[src/rtl/mbus_seq_pkg.sv]
package mbus_seq_pkg;

  typedef enum logic [2:0] {
    ST_IDLE  = 3'd0,
    ST_HOLD1 = 3'd1,
    ST_HOLD2 = 3'd2,
    ST_RWAIT = 3'd3,
    ST_GAP   = 3'd4
  } seq_state_t;

endpackage

[src/rtl/mbus_seq_timer.sv]
module mbus_seq_timer #(
  parameter int READ_TIMEOUT = 8,
  parameter int CNT_W        = $clog2(READ_TIMEOUT + 1)
) (
  input  logic clk,
  input  logic rst,
  input  logic clear,
  input  logic run,
  output logic expire
);

  localparam logic [CNT_W-1:0] LAST = CNT_W'(READ_TIMEOUT - 1);

  logic [CNT_W-1:0] cnt;

  always_ff @(posedge clk) begin
    if (rst || clear) begin
      cnt <= '0;
    end else if (run && cnt != LAST + CNT_W'(1)) begin
      cnt <= cnt + CNT_W'(1);
    end
  end

  assign expire = (cnt == LAST);

endmodule

[src/rtl/mbus_seq_path.sv]
module mbus_seq_path #(
  parameter int ADDR_W = 16,
  parameter int DATA_W = 32
) (
  input  logic              clk,
  input  logic              rst,
  input  logic              accept,
  input  logic [ADDR_W-1:0] req_addr,
  input  logic [DATA_W-1:0] req_wdata,
  input  logic              capture,
  input  logic              zero_rd,
  input  logic [DATA_W-1:0] bus_rdata,
  output logic [ADDR_W-1:0] bus_addr,
  output logic [DATA_W-1:0] bus_wdata,
  output logic [DATA_W-1:0] rsp_rdata
);

  always_ff @(posedge clk) begin
    if (rst) begin
      bus_addr  <= '0;
      bus_wdata <= '0;
    end else if (accept) begin
      bus_addr  <= req_addr;
      bus_wdata <= req_wdata;
    end
  end

  always_ff @(posedge clk) begin
    if (rst) begin
      rsp_rdata <= '0;
    end else if (capture) begin
      rsp_rdata <= bus_rdata;
    end else if (zero_rd) begin
      rsp_rdata <= '0;
    end
  end

endmodule

[src/rtl/mbus_seq_ctrl.sv]
module mbus_seq_ctrl
  import mbus_seq_pkg::*;
(
  input  logic clk,
  input  logic rst,
  input  logic req_valid,
  input  logic req_write,
  input  logic bus_rvalid,
  input  logic tmr_expire,
  output logic req_ready,
  output logic accept,
  output logic strobe_rd,
  output logic strobe_wr,
  output logic done,
  output logic err,
  output logic capture,
  output logic zero_rd
);

  seq_state_t state;
  logic       is_wr;
  logic       waiting_rd;

  assign accept     = req_valid && req_ready;
  assign waiting_rd = (state == ST_HOLD2 || state == ST_RWAIT) && !is_wr;
  assign capture    = waiting_rd && bus_rvalid;
  assign zero_rd    = waiting_rd && !bus_rvalid && tmr_expire;

  always_ff @(posedge clk) begin
    if (rst) begin
      state     <= ST_IDLE;
      req_ready <= 1'b1;
      strobe_rd <= 1'b0;
      strobe_wr <= 1'b0;
      done      <= 1'b0;
      err       <= 1'b0;
      is_wr     <= 1'b0;
    end else begin
      done <= 1'b0;
      err  <= 1'b0;
      unique case (state)
        ST_IDLE: begin
          if (accept) begin
            req_ready <= 1'b0;
            is_wr     <= req_write;
            strobe_wr <= req_write;
            strobe_rd <= !req_write;
            state     <= ST_HOLD1;
          end
        end
        ST_HOLD1: begin
          state <= ST_HOLD2;
        end
        ST_HOLD2, ST_RWAIT: begin
          if (is_wr) begin
            strobe_wr <= 1'b0;
            done      <= 1'b1;
            state     <= ST_GAP;
          end else if (capture) begin
            strobe_rd <= 1'b0;
            done      <= 1'b1;
            state     <= ST_GAP;
          end else if (zero_rd) begin
            strobe_rd <= 1'b0;
            done      <= 1'b1;
            err       <= 1'b1;
            state     <= ST_GAP;
          end else begin
            state <= ST_RWAIT;
          end
        end
        ST_GAP: begin
          req_ready <= 1'b1;
          state     <= ST_IDLE;
        end
        default: begin
          state     <= ST_IDLE;
          req_ready <= 1'b1;
          strobe_rd <= 1'b0;
          strobe_wr <= 1'b0;
        end
      endcase
    end
  end

endmodule

[src/rtl/mbus_seq.sv]
module mbus_seq #(
  parameter int ADDR_W       = 16,
  parameter int DATA_W       = 32,
  parameter int READ_TIMEOUT = 8
) (
  input  logic              clk,
  input  logic              rst,
  input  logic              req_valid,
  output logic              req_ready,
  input  logic              req_write,
  input  logic [ADDR_W-1:0] req_addr,
  input  logic [DATA_W-1:0] req_wdata,
  output logic              done,
  output logic              rsp_err,
  output logic [DATA_W-1:0] rsp_rdata,
  output logic              bus_read,
  output logic              bus_write,
  output logic [ADDR_W-1:0] bus_addr,
  output logic [DATA_W-1:0] bus_wdata,
  input  logic [DATA_W-1:0] bus_rdata,
  input  logic              bus_rvalid
);

  localparam int CNT_W = $clog2(READ_TIMEOUT + 1);

  logic accept;
  logic capture;
  logic zero_rd;
  logic tmr_expire;

  mbus_seq_ctrl ctrl_i (
    .clk        (clk),
    .rst        (rst),
    .req_valid  (req_valid),
    .req_write  (req_write),
    .bus_rvalid (bus_rvalid),
    .tmr_expire (tmr_expire),
    .req_ready  (req_ready),
    .accept     (accept),
    .strobe_rd  (bus_read),
    .strobe_wr  (bus_write),
    .done       (done),
    .err        (rsp_err),
    .capture    (capture),
    .zero_rd    (zero_rd)
  );

  mbus_seq_timer #(
    .READ_TIMEOUT (READ_TIMEOUT),
    .CNT_W        (CNT_W)
  ) timer_i (
    .clk    (clk),
    .rst    (rst),
    .clear  (accept),
    .run    (bus_read),
    .expire (tmr_expire)
  );

  mbus_seq_path #(
    .ADDR_W (ADDR_W),
    .DATA_W (DATA_W)
  ) path_i (
    .clk       (clk),
    .rst       (rst),
    .accept    (accept),
    .req_addr  (req_addr),
    .req_wdata (req_wdata),
    .capture   (capture),
    .zero_rd   (zero_rd),
    .bus_rdata (bus_rdata),
    .bus_addr  (bus_addr),
    .bus_wdata (bus_wdata),
    .rsp_rdata (rsp_rdata)
  );

endmodule

[config.mk]
export PLATFORM = sky130hd
export DESIGN_NAME = mbus_seq
export DESIGN_NICKNAME = d
export VERILOG_FILES = /design/src/rtl/mbus_seq_pkg.sv /design/src/rtl/mbus_seq_timer.sv /design/src/rtl/mbus_seq_path.sv /design/src/rtl/mbus_seq_ctrl.sv /design/src/rtl/mbus_seq.sv
export SDC_FILE = /design/constraint.sdc
export NUM_CORES = 1
export LEC_CHECK = 0
export BUFFER_PORTS_ARGS = -buffer_cell sky130_fd_sc_hd__buf_4
export CAP_MARGIN = 10
export CORE_MARGIN = 10
export CORE_UTILIZATION = 30
export CTS_CLUSTER_DIAMETER = 100
export CTS_CLUSTER_SIZE = 20
export DETAILED_ROUTE_END_ITERATION = 6
export GPL_ROUTABILITY_DRIVEN = 0
export PLACE_DENSITY = 0.58
export SLEW_MARGIN = 10
export SYNTH_ARGS = -nofsm -noshare
export SYNTH_HDL_FRONTEND = slang
export SYNTH_SLANG_ARGS = --single-unit
[constraint.sdc]
create_clock -name clk -period 3.55 [get_ports clk]
set_clock_uncertainty 0.2 [all_clocks]
set_input_delay 0.8875 -clock clk [delete_from_list [all_inputs] [get_ports clk]]
set_output_delay 0.8875 -clock clk [all_outputs]
set_load 0.005 [all_outputs]
==> impl_metrics.env, run 1 <==
export IMPL_outcome="completed"
export IMPL_numClockSinks=93
export IMPL_finalCriticalPeriod_ns=2.11
export IMPL_holdWs_ns=0.254
export IMPL_vdd_ir_drop_worst_mv=0.402
export IMPL_first_global_vias=3429
export IMPL_rrSetupSlack_ns=1.50
export IMPL_synth_cells=423
export IMPL_syn_to_final_growth_pct=45.5
export IMPL_final_antenna_net_count=0
export IMPL_rows=39
export IMPL_clk_latency_ns=0.34
export IMPL_grt_max_degree=80
export IMPL_coreArea_mm2=0.0116
export IMPL_wire_per_inst_um=15.4
export IMPL_synth_warnings=0
export IMPL_cts_buffers=9
export IMPL_rsz0062_at_grt="false"
export IMPL_final_hold_violation_count=0
export IMPL_finalMaxSlewViolations=0
export IMPL_cts_root_buf="clkbuf_16"
export IMPL_path_cells="buf_4 -> nand2_2 -> a211oi_1 -> o21a_1"
export IMPL_ys_ff_latch=93
export IMPL_cts_setup_buffers=0
export IMPL_drc=0
export IMPL_critPathMaxStageDelay_ns=0.55
export IMPL_ff2ff_path_depth=3
export IMPL_path_class="primary input to register"
export IMPL_initial_core_util_pct=31.1
export IMPL_maxCapViolCount=0
export IMPL_ctsHoldBuffers=0
export IMPL_htreeDepth=3
export IMPL_worstMarginPinSlew_ns=0.998
export IMPL_critPathRequiredTime_ns=3.64
export IMPL_hp_start="path_i.bus_wdata[9]"
export IMPL_ios=170
export IMPL_synth_cell_types=32
export IMPL_grt_pass1_wl_mm=17.4
export IMPL_critPathBufInv=1
export IMPL_grt_antenna_before_repair=0
export IMPL_die_w_um=129
export IMPL_routed_via_density=4.68
export IMPL_synth_top_area_share_pct=51.8
export IMPL_synthTopCellsByArea="dfxtp_1, nand2_1, a21oi_1, nand3b_1, nand2b_1"
export IMPL_cp_max_fo=53
export IMPL_hold_path_depth=2
export IMPL_first_pass_iters=4
export IMPL_syn_avg_cell_area_um2=8.49
export IMPL_p_per_area_mw_per_mm2=469
export IMPL_maxSlewHeadroom_pct=33.2
export IMPL_overflow=0
export IMPL_holdPathEnd="path_i.bus_wdata[9]"
export IMPL_dominantRegCellSynth="dfxtp_1"
export IMPL_finalNetCount=659
export IMPL_synth_fp_nets=510
export IMPL_synth_top_cell_by_area="dfxtp_1"
export IMPL_grt_usage_pct=12.9
export IMPL_die_y_um=129
export IMPL_timing_rr_end="path_i.rsp_rdata[20]"
export IMPL_path_clk_slew_ns=0.07
export IMPL_rr_startpoint="ctrl_i.state[1]"
export IMPL_dr_total_vias=3370
export IMPL_synth_edf_count=0
export IMPL_leakagePower_uw=0.00221
export IMPL_slowest_stage="nand2_2"
export IMPL_dp_hpwl_mm=7.97
export IMPL_seq_area_frac_synth_pct=51.8
export IMPL_critical_path_top_delay_family="compound AO/OA/AOI/OAI gates"
export IMPL_synthArstFlopShare_pct=0
export IMPL_drt_iter0_drc=199
export IMPL_fin_crit_sh_pct=59.5
export IMPL_port_buffers=169
export IMPL_end_kind="register"
export IMPL_fmax_mhz=473
export IMPL_ctsResizeCount=0
export IMPL_synth_area_mm2=0.00359
export IMPL_final_cell_mix="buf_4, nand2_1, dfxtp_1"
export IMPL_ctsLongestPathBuffers=2
export IMPL_hp_class="register to register"
export IMPL_n_antenna_cell=0
export IMPL_start_kind="primary input"
export IMPL_cts_tree="done"
export IMPL_wirelength_mm=11.1
export IMPL_tns_ns=0
export IMPL_cp_arrival_ns=2.20
export IMPL_setup_viol=0
export IMPL_final_common_cell="buf_4"
export IMPL_drive_gt1_share_pct=33.3
export IMPL_dieArea_mm2=0.0167
## cells in the mapped netlist, types with 3 or more instances
| master | n |
|---|---|
| nand2_1 | 99 |
| dfxtp_1 | 93 |
| a21oi_1 | 55 |
| nand3b_1 | 34 |
| nand2b_1 | 33 |
| o21ai_0 | 32 |
| clkbuf_1 | 24 |
| buf_2 | 5 |
| inv_1 | 5 |
| nand3_1 | 4 |
| o21a_1 | 4 |
| o21ai_1 | 4 |
| buf_6 | 3 |
| nand4_1 | 3 |
| nor3b_1 | 3 |
## metrics by stage
stage / cell area, um^2 / cells / power, uW / setup WS (ns) / util (%)
floorplan: 3590 / 423 / 1300 / 1.62 / -
global route: 5230 / 720 / 2570 / 1.28 / 45.2
global placement: 4910 / 704 / 1480 / 1.11 / 42.5
detailed placement: 4910 / 704 / 1480 / 1.07 / 42.5
CTS: 5230 / 720 / 2490 / 1.42 / 45.2
finish: 5230 / 720 / 2450 / 1.44 / 45.2
## flip-flops by register name, indices dropped and copies added (netlist names)
register	cells
ctrl_i.strobe_wr	1
ctrl_i.err	1
path_i.bus_addr	16
timer_i.cnt	4
ctrl_i.is_wr	1
ctrl_i.strobe_rd	1
ctrl_i.state	3
ctrl_i.req_ready	1
path_i.rsp_rdata	32
ctrl_i.done	1
path_i.bus_wdata	32
## metal layers
layer  global-route usage [%]  vias up  routed length [um]
met1                     14.7     1529                4810
li1                         -     1708                   -
met2                     19.4      124                4680
met3                     8.08        9                1510
met5                        0        -                   0
met4                     4.82        0                 116
## cell type report
type	count	area [um^2]
Clock buffer	11	253
Inverter	5	18.8
Tap cell	143	179
Timing Repair Buffer	171	1300
Multi-Input combinational cell	292	1560
Fill cell	1166	6340
Clock inverter	5	58.8
Sequential cell	93	1860
## kinds of logic after synthesis
kind of cell    synth area share, %
simple gates                   27.4
compound gates                 14.9
flops                          51.8
buf+inv                        4.88
fa+ha+maj                     0.697
xor+xnor                      0.244
## worst min-delay path, stage by stage (launching register included)
cell     delay, ns
dfxtp_1       0.31
nand2_1       0.05
a21oi_1       0.05
## worst max-delay path by stage
stage	slack, ns	depth (start not counted)	startpoint	end
after global placement	1.11	4	req_valid	ctrl_i.strobe_wr
after detailed placement	1.07	4	req_valid	ctrl_i.state[1]
after floorplan	1.62	4	rst	ctrl_i.is_wr
after global routing	1.28	3	ctrl_i.state[1]	path_i.rsp_rdata[16]
after CTS	1.42	3	ctrl_i.state[1]	path_i.rsp_rdata[16]
final	1.44	4	req_valid	ctrl_i.state[0]
## power by group
| group | total, uW | internal (uW) | switching (uW) |
|---|---|---|---|
| sequential | 1130 | 1100 | 35.0 |
| clock | 997 | 584 | 413 |
| combinational | 321 | 171 | 150 |
Note: power is estimated with default switching activity, not from simulation.
==> run 2, diff against run 1 <==
- PLACE_DENSITY: 0.58 -> 0.6
- clock period: 3.55 -> 1.9 ns (I/O delays scaled with it)
==> impl_metrics.env, run 2 (same netlist as run 1, synthesis figures left out) <==
export IMPL_outcome="completed"
export IMPL_finalNetCount=663
export IMPL_n_fill_cell=1174
export IMPL_coreArea_mm2=0.0116
export IMPL_rows=39
export IMPL_overflow=0
export IMPL_internal_power_uw=3450
export IMPL_numClockSinks=93
export IMPL_pwr_share_clk_pct=39.3
export IMPL_cp_arrival_ns=1.73
export IMPL_path_clk_slew_ns=0.06
export IMPL_first_global_vias=3354
export IMPL_setup_worst_path_end="path_i.rsp_rdata[15]"
export IMPL_p_sw_share_pct=23.4
export IMPL_cts_setup_buffers=0
export IMPL_tns_ns=0
export IMPL_finalCriticalPeriod_ns=1.71
export IMPL_start_kind="register"
export IMPL_grt_antenna_before_repair=0
export IMPL_critPathRequiredTime_ns=1.92
export IMPL_seq_power_share_pct=47.0
export IMPL_ctsHoldBuffers=0
export IMPL_die_y_um=129
export IMPL_ff2ff_path_depth=4
export IMPL_first_pass_iters=5
export IMPL_setup_viol=0
export IMPL_critPathLaunch="ctrl_i.state[1]"
export IMPL_die_w_um=129
export IMPL_holdWs_ns=0.131
export IMPL_p_per_area_mw_per_mm2=855
export IMPL_hp_class="primary input to register"
export IMPL_drive_gt1_share_pct=33.4
export IMPL_worstMarginPinSlew_ns=0.525
export IMPL_multi_input_area_mm2=0.00156
export IMPL_final_antenna_net_count=0
export IMPL_htreeDepth=3
export IMPL_routed_via_density=4.70
export IMPL_maxSlewHeadroom_pct=65.0
export IMPL_rsz0062_at_grt="false"
export IMPL_wirelength_mm=10.9
export IMPL_fin_crit_sh_pct=89.8
export IMPL_grt_max_degree=75
export IMPL_grt_usage_pct=12.6
export IMPL_final_common_cell="buf_4"
export IMPL_seq_area_mm2=0.00186
export IMPL_maxCapViolCount=0
export IMPL_ios=170
export IMPL_drt_iter0_drc=179
export IMPL_cp_max_fo=32
export IMPL_port_buffers=169
export IMPL_wire_per_inst_um=15.1
export IMPL_combPwrFrac_pct=13.7
export IMPL_path_class="register to register"
export IMPL_dieArea_mm2=0.0167
export IMPL_final_cell_mix="buf_4, nand2_1, dfxtp_1"
export IMPL_ctsLongestPathBuffers=2
export IMPL_grt_pass1_wl_mm=16.9
export IMPL_dp_hpwl_mm=7.99
export IMPL_final_hold_violation_count=0
export IMPL_cts_root_buf="clkbuf_16"
export IMPL_leakagePower_uw=0.00224
export IMPL_clk_latency_ns=0.34
export IMPL_vdd_ir_drop_worst_mv=0.397
export IMPL_end_kind="register"
export IMPL_cts_tree="done"
export IMPL_rr_startpoint="ctrl_i.state[1]"
export IMPL_p_switching_uw=1060
export IMPL_drc=0
export IMPL_top_regs="path_i.bus_wdata: 32 flops, path_i.rsp_rdata: 32 flops, path_i.bus_addr: 16 flops"
export IMPL_fin_total_pwr_uw=4510
export IMPL_rrSetupSlack_ns=0.19
export IMPL_timing_rr_end="path_i.rsp_rdata[15]"
export IMPL_fmax_mhz=586
export IMPL_dr_total_vias=3397
export IMPL_initial_core_util_pct=31.1
export IMPL_syn_to_final_growth_pct=46.8
export IMPL_finalMaxSlewViolations=0
export IMPL_cts_buffers=9
export IMPL_n_antenna_cell=0
[run 2: worst min-delay path by stage]
stage                     cells past startpoint  slack [ns]                 start                    to
final                                         2        0.13            bus_rvalid            ctrl_i.err
after global routing                          2        0.12            bus_rvalid            ctrl_i.err
after CTS                                     2        0.11            bus_rvalid            ctrl_i.err
after detailed placement                      2        0.25    path_i.bus_addr[9]    path_i.bus_addr[9]
after global placement                        2        0.24  path_i.bus_wdata[31]  path_i.bus_wdata[31]
after floorplan                               2        0.25    path_i.bus_addr[0]    path_i.bus_addr[0]
[run 2: power by group through the flow]
stage | Clock, uW | Sequential (uW) | Combinational, uW
finish | 1770 | 2120 | 617
global route | 1920 | 2130 | 690
CTS | 1840 | 2120 | 631
detailed placement | 0 | 2160 | 629
global placement | 0 | 2150 | 619
floorplan | 0 | 2160 | 267
[run 2: metal layers]
| layer | vias to the layer above | part of all wire (%) | global-route usage (%) |
|---|---|---|---|
| li1 | 1715 | - | - |
| met1 | 1548 | 41 | 14.5 |
| met2 | 121 | 44 | 19.3 |
| met3 | 13 | 13 | 6.40 |
| met4 | 0 | 1.8 | 5.15 |
| met5 | - | 0 | 0 |
[run 2: metrics by stage]
step           std cells  util (%)  setup slack [ns]  instance area [um^2]
5_1_grt              723      45.6             0.124                  5270
4_1_cts              723      45.5             0.123                  5270
6_report             723      45.6             0.193                  5270
3_5_place_dp         708      43.0            0.0938                  4970
2_1_floorplan        423         -             0.379                  3590
3_3_place_gp         708      43.0             0.104                  4970
[run 2: timing repair]
action / 4_1_cts / 5_1_grt
resized for setup: 0 / 1
hold endpoints to repair: 0 / 0
endpoints found under the setup margin: 0 / 5
[run 2: layout make-up]
cell class	instances	share of cell area, %
sequential	93	35.3
tap	143	3.40
clock buffer	15	5.65
multi-input combinational	292	29.6
inverter	5	0.356
timing repair buffer	175	25.6
[run 2: worst max-delay path, cell delays in order (launching register included)]
cell and delay, ns:
dfxtp_1 0.49, or3b_4 0.45, a21oi_4 0.14, buf_12 0.19
o21ai_0 0.11
==> run 3, diff against run 2 <==
- ABC_AREA: not set -> 1
==> impl_metrics.env, run 3 <==
export IMPL_overflow=0
export IMPL_top_regs="path_i.bus_wdata: 32 flops, path_i.rsp_rdata: 32 flops, path_i.bus_addr: 16 flops"
export IMPL_dieArea_mm2=0.0164
export IMPL_path_class="register to register"
export IMPL_synth_compound_area_share_pct=14.3
export IMPL_synthTopCellsByArea="dfxtp_1, nor2_1, o21ai_0, nand3_1, nand2_1"
export IMPL_wire_per_inst_um=15.0
export IMPL_ctsLongestPathBuffers=2
export IMPL_fmax_mhz=592
export IMPL_synth_edf_count=0
export IMPL_slowest_stage="dfxtp_1"
export IMPL_fin_crit_sh_pct=88.9
export IMPL_syn_to_final_growth_pct=49.8
export IMPL_coreArea_mm2=0.0114
export IMPL_final_util_pct=46.0
export IMPL_n_fill_cell=1163
export IMPL_cts_buffers=9
export IMPL_synthAdderAreaFrac_pct=0.714
export IMPL_ys_ff_latch=93
export IMPL_dominantRegCellSynth="dfxtp_1"
export IMPL_synth_cells=438
export IMPL_synth_top_family_by_area="simple AND/OR/NAND/NOR gates"
export IMPL_drt_iter0_drc=103
export IMPL_htreeDepth=3
export IMPL_rows=39
export IMPL_final_common_cell="buf_4"
export IMPL_drive_gt1_share_pct=36.9
export IMPL_routed_via_density=4.59
export IMPL_initial_core_util_pct=30.7
export IMPL_drt_met1_wl_mm=4.33
export IMPL_final_antenna_net_count=0
export IMPL_wl_met3_um=647
export IMPL_finalMaxSlewViolations=0
export IMPL_routed_top_layer="met4"
export IMPL_cts_setup_buffers=0
export IMPL_synth_common_cells="nor2_1, dfxtp_1, o21ai_0"
export IMPL_critPathRequiredTime_ns=1.90
export IMPL_end_kind="register"
export IMPL_seq_area_mm2=0.00186
export IMPL_rsz0062_at_grt="false"
export IMPL_path_clk_slew_ns=0.07
export IMPL_ctsHoldBuffers=0
export IMPL_n_antenna_cell=0
export IMPL_synth_cell_types=25
export IMPL_drc=0
export IMPL_clk_latency_ns=0.33
export IMPL_final_hold_violation_count=0
export IMPL_vdd_ir_drop_worst_mv=0.514
export IMPL_synth_most_common_cell="nor2_1"
export IMPL_dp_hpwl_mm=8.44
export IMPL_finalNetCount=686
export IMPL_final_cell_mix="buf_4, nor2_1, dfxtp_1"
export IMPL_path_cells="ha_1 -> nand2_1 -> nor2_1 -> nand2_4 -> buf_4 -> nand3_1 -> a21oi_1"
export IMPL_maxCapViolCount=0
export IMPL_dr_total_vias=3426
export IMPL_grt_usage_pct=13.0
export IMPL_numClockSinks=93
export IMPL_synthArstFlopShare_pct=0
export IMPL_cp_arrival_ns=1.69
export IMPL_synth_warnings=0
export IMPL_tns_ns=0
export IMPL_critPathMaxStageDelay_ns=0.37
export IMPL_die_y_um=128
export IMPL_yosys_area_share_simple_pct=25.4
export IMPL_cp_max_fo=24
export IMPL_wl_met2_mm=6.00
export IMPL_synthMuxAreaShare_pct=0
export IMPL_fin_ws_ns=0.211
export IMPL_synth_xor_area_share_pct=0
export IMPL_cts_tree="done"
export IMPL_maxSlewHeadroom_pct=66.1
export IMPL_grt_antenna_before_repair=0
export IMPL_die_w_um=128
export IMPL_setup_viol=0
export IMPL_outcome="completed"
export IMPL_synth_top_area_share_pct=53.1
export IMPL_port_buffers=169
export IMPL_multi_input_area_mm2=0.00142
export IMPL_grt_pass1_wl_mm=17.5
export IMPL_first_pass_iters=4
export IMPL_finalCriticalPeriod_ns=1.69
export IMPL_p_per_area_mw_per_mm2=1080
export IMPL_ctsResizeCount=0
export IMPL_preCtsSetupSlack_ns=0.152
export IMPL_leakagePower_uw=0.00237
export IMPL_worstMarginPinSlew_ns=0.508
export IMPL_grt_max_degree=52
export IMPL_synth_area_mm2=0.00351
export IMPL_synth_fp_nets=525
export IMPL_wirelength_mm=11.2
export IMPL_syn_avg_cell_area_um2=8.01
export IMPL_seq_area_frac_synth_pct=53.1
export IMPL_hp_class="primary input to register"
export IMPL_first_global_vias=3510
export IMPL_cts_root_buf="clkbuf_16"
export IMPL_synth_top_cell_by_area="dfxtp_1"
export IMPL_ios=170
export IMPL_start_kind="register"
-- run 3: cell types whose count changed in the layout (fill, tap and decap cells not counted), sizes merged, moves of 6 or more --
cell / change
nand3: +36
nand2b: -33
o21ai: +19
nand2: -47
nand3b: -34
clkbuf: -6
a21oi: -20
inv: +11
nor2: +110
-- run 3: path summary, 6_finish.rpt --
kind	end	slack, ns	depth (start not counted)	from
setup / recovery	path_i.rsp_rdata[2]	0.21	7	timer_i.cnt[0]
setup reg to reg	path_i.rsp_rdata[2]	0.21	7	timer_i.cnt[0]
hold reg to reg	ctrl_i.strobe_wr	0.28	2	ctrl_i.strobe_wr
hold / removal	path_i.bus_wdata[3]	0.19	3	req_wdata[3]
-- run 3: critical path: cells and delay by family, from the launching register on --
family,cells,cell delay (ns)
AND/OR/NAND/NOR,4,0.50
flip-flops,1,0.37
buffers and inverters,1,0.24
adder cells (fa/ha/maj),1,0.19
AO/OA/AOI/OAI,1,0.06
-- run 3: routing by layer --
metal | vias to the layer above | global-route usage [%]
li1 | 1744 | -
met1 | 1582 | 13.4
met2 | 84 | 23.6
met3 | 16 | 3.76
met4 | 0 | 5.89
met5 | - | 0
-- run 3: power by group --
| group | internal (uW) | switching [uW] |
|---|---|---|
| logic | 577 | 611 |
| clock network | 1430 | 767 |
| registers | 2170 | 133 |
| total | 4170 | 1510 |
-- run 3: cells by family after synthesis --
kind of cell / after synthesis
buffers and inverters: 44
flip-flops: 93
AO/OA/AOI/OAI: 92
adder cells (fa/ha/maj): 2
AND/OR/NAND/NOR: 207
-- run 3: cell type report --
cell class / instances / area share (%)
Clock buffer: 9 / 4.29
Clock inverter: 7 / 2.79
Multi-Input combinational cell: 301 / 27.0
Sequential cell: 93 / 35.4
Timing Repair Buffer: 178 / 25.9
Tap cell: 143 / 3.41
Inverter: 16 / 1.17
-- run 3: per-stage QoR --
| step | total power (uW) | instances | hold WS, ns | area [um^2] |
|---|---|---|---|---|
| finish | 5690 | 747 | 0.192 | 5250 |
| global route | 6000 | 747 | 0.188 | 5250 |
| CTS | 5770 | 747 | 0.178 | 5250 |
| detailed placement | 3560 | 731 | 0.268 | 4880 |
| global placement | 3520 | 731 | 0.253 | 4880 |
| floorplan | 2950 | 438 | 0.255 | 3510 |
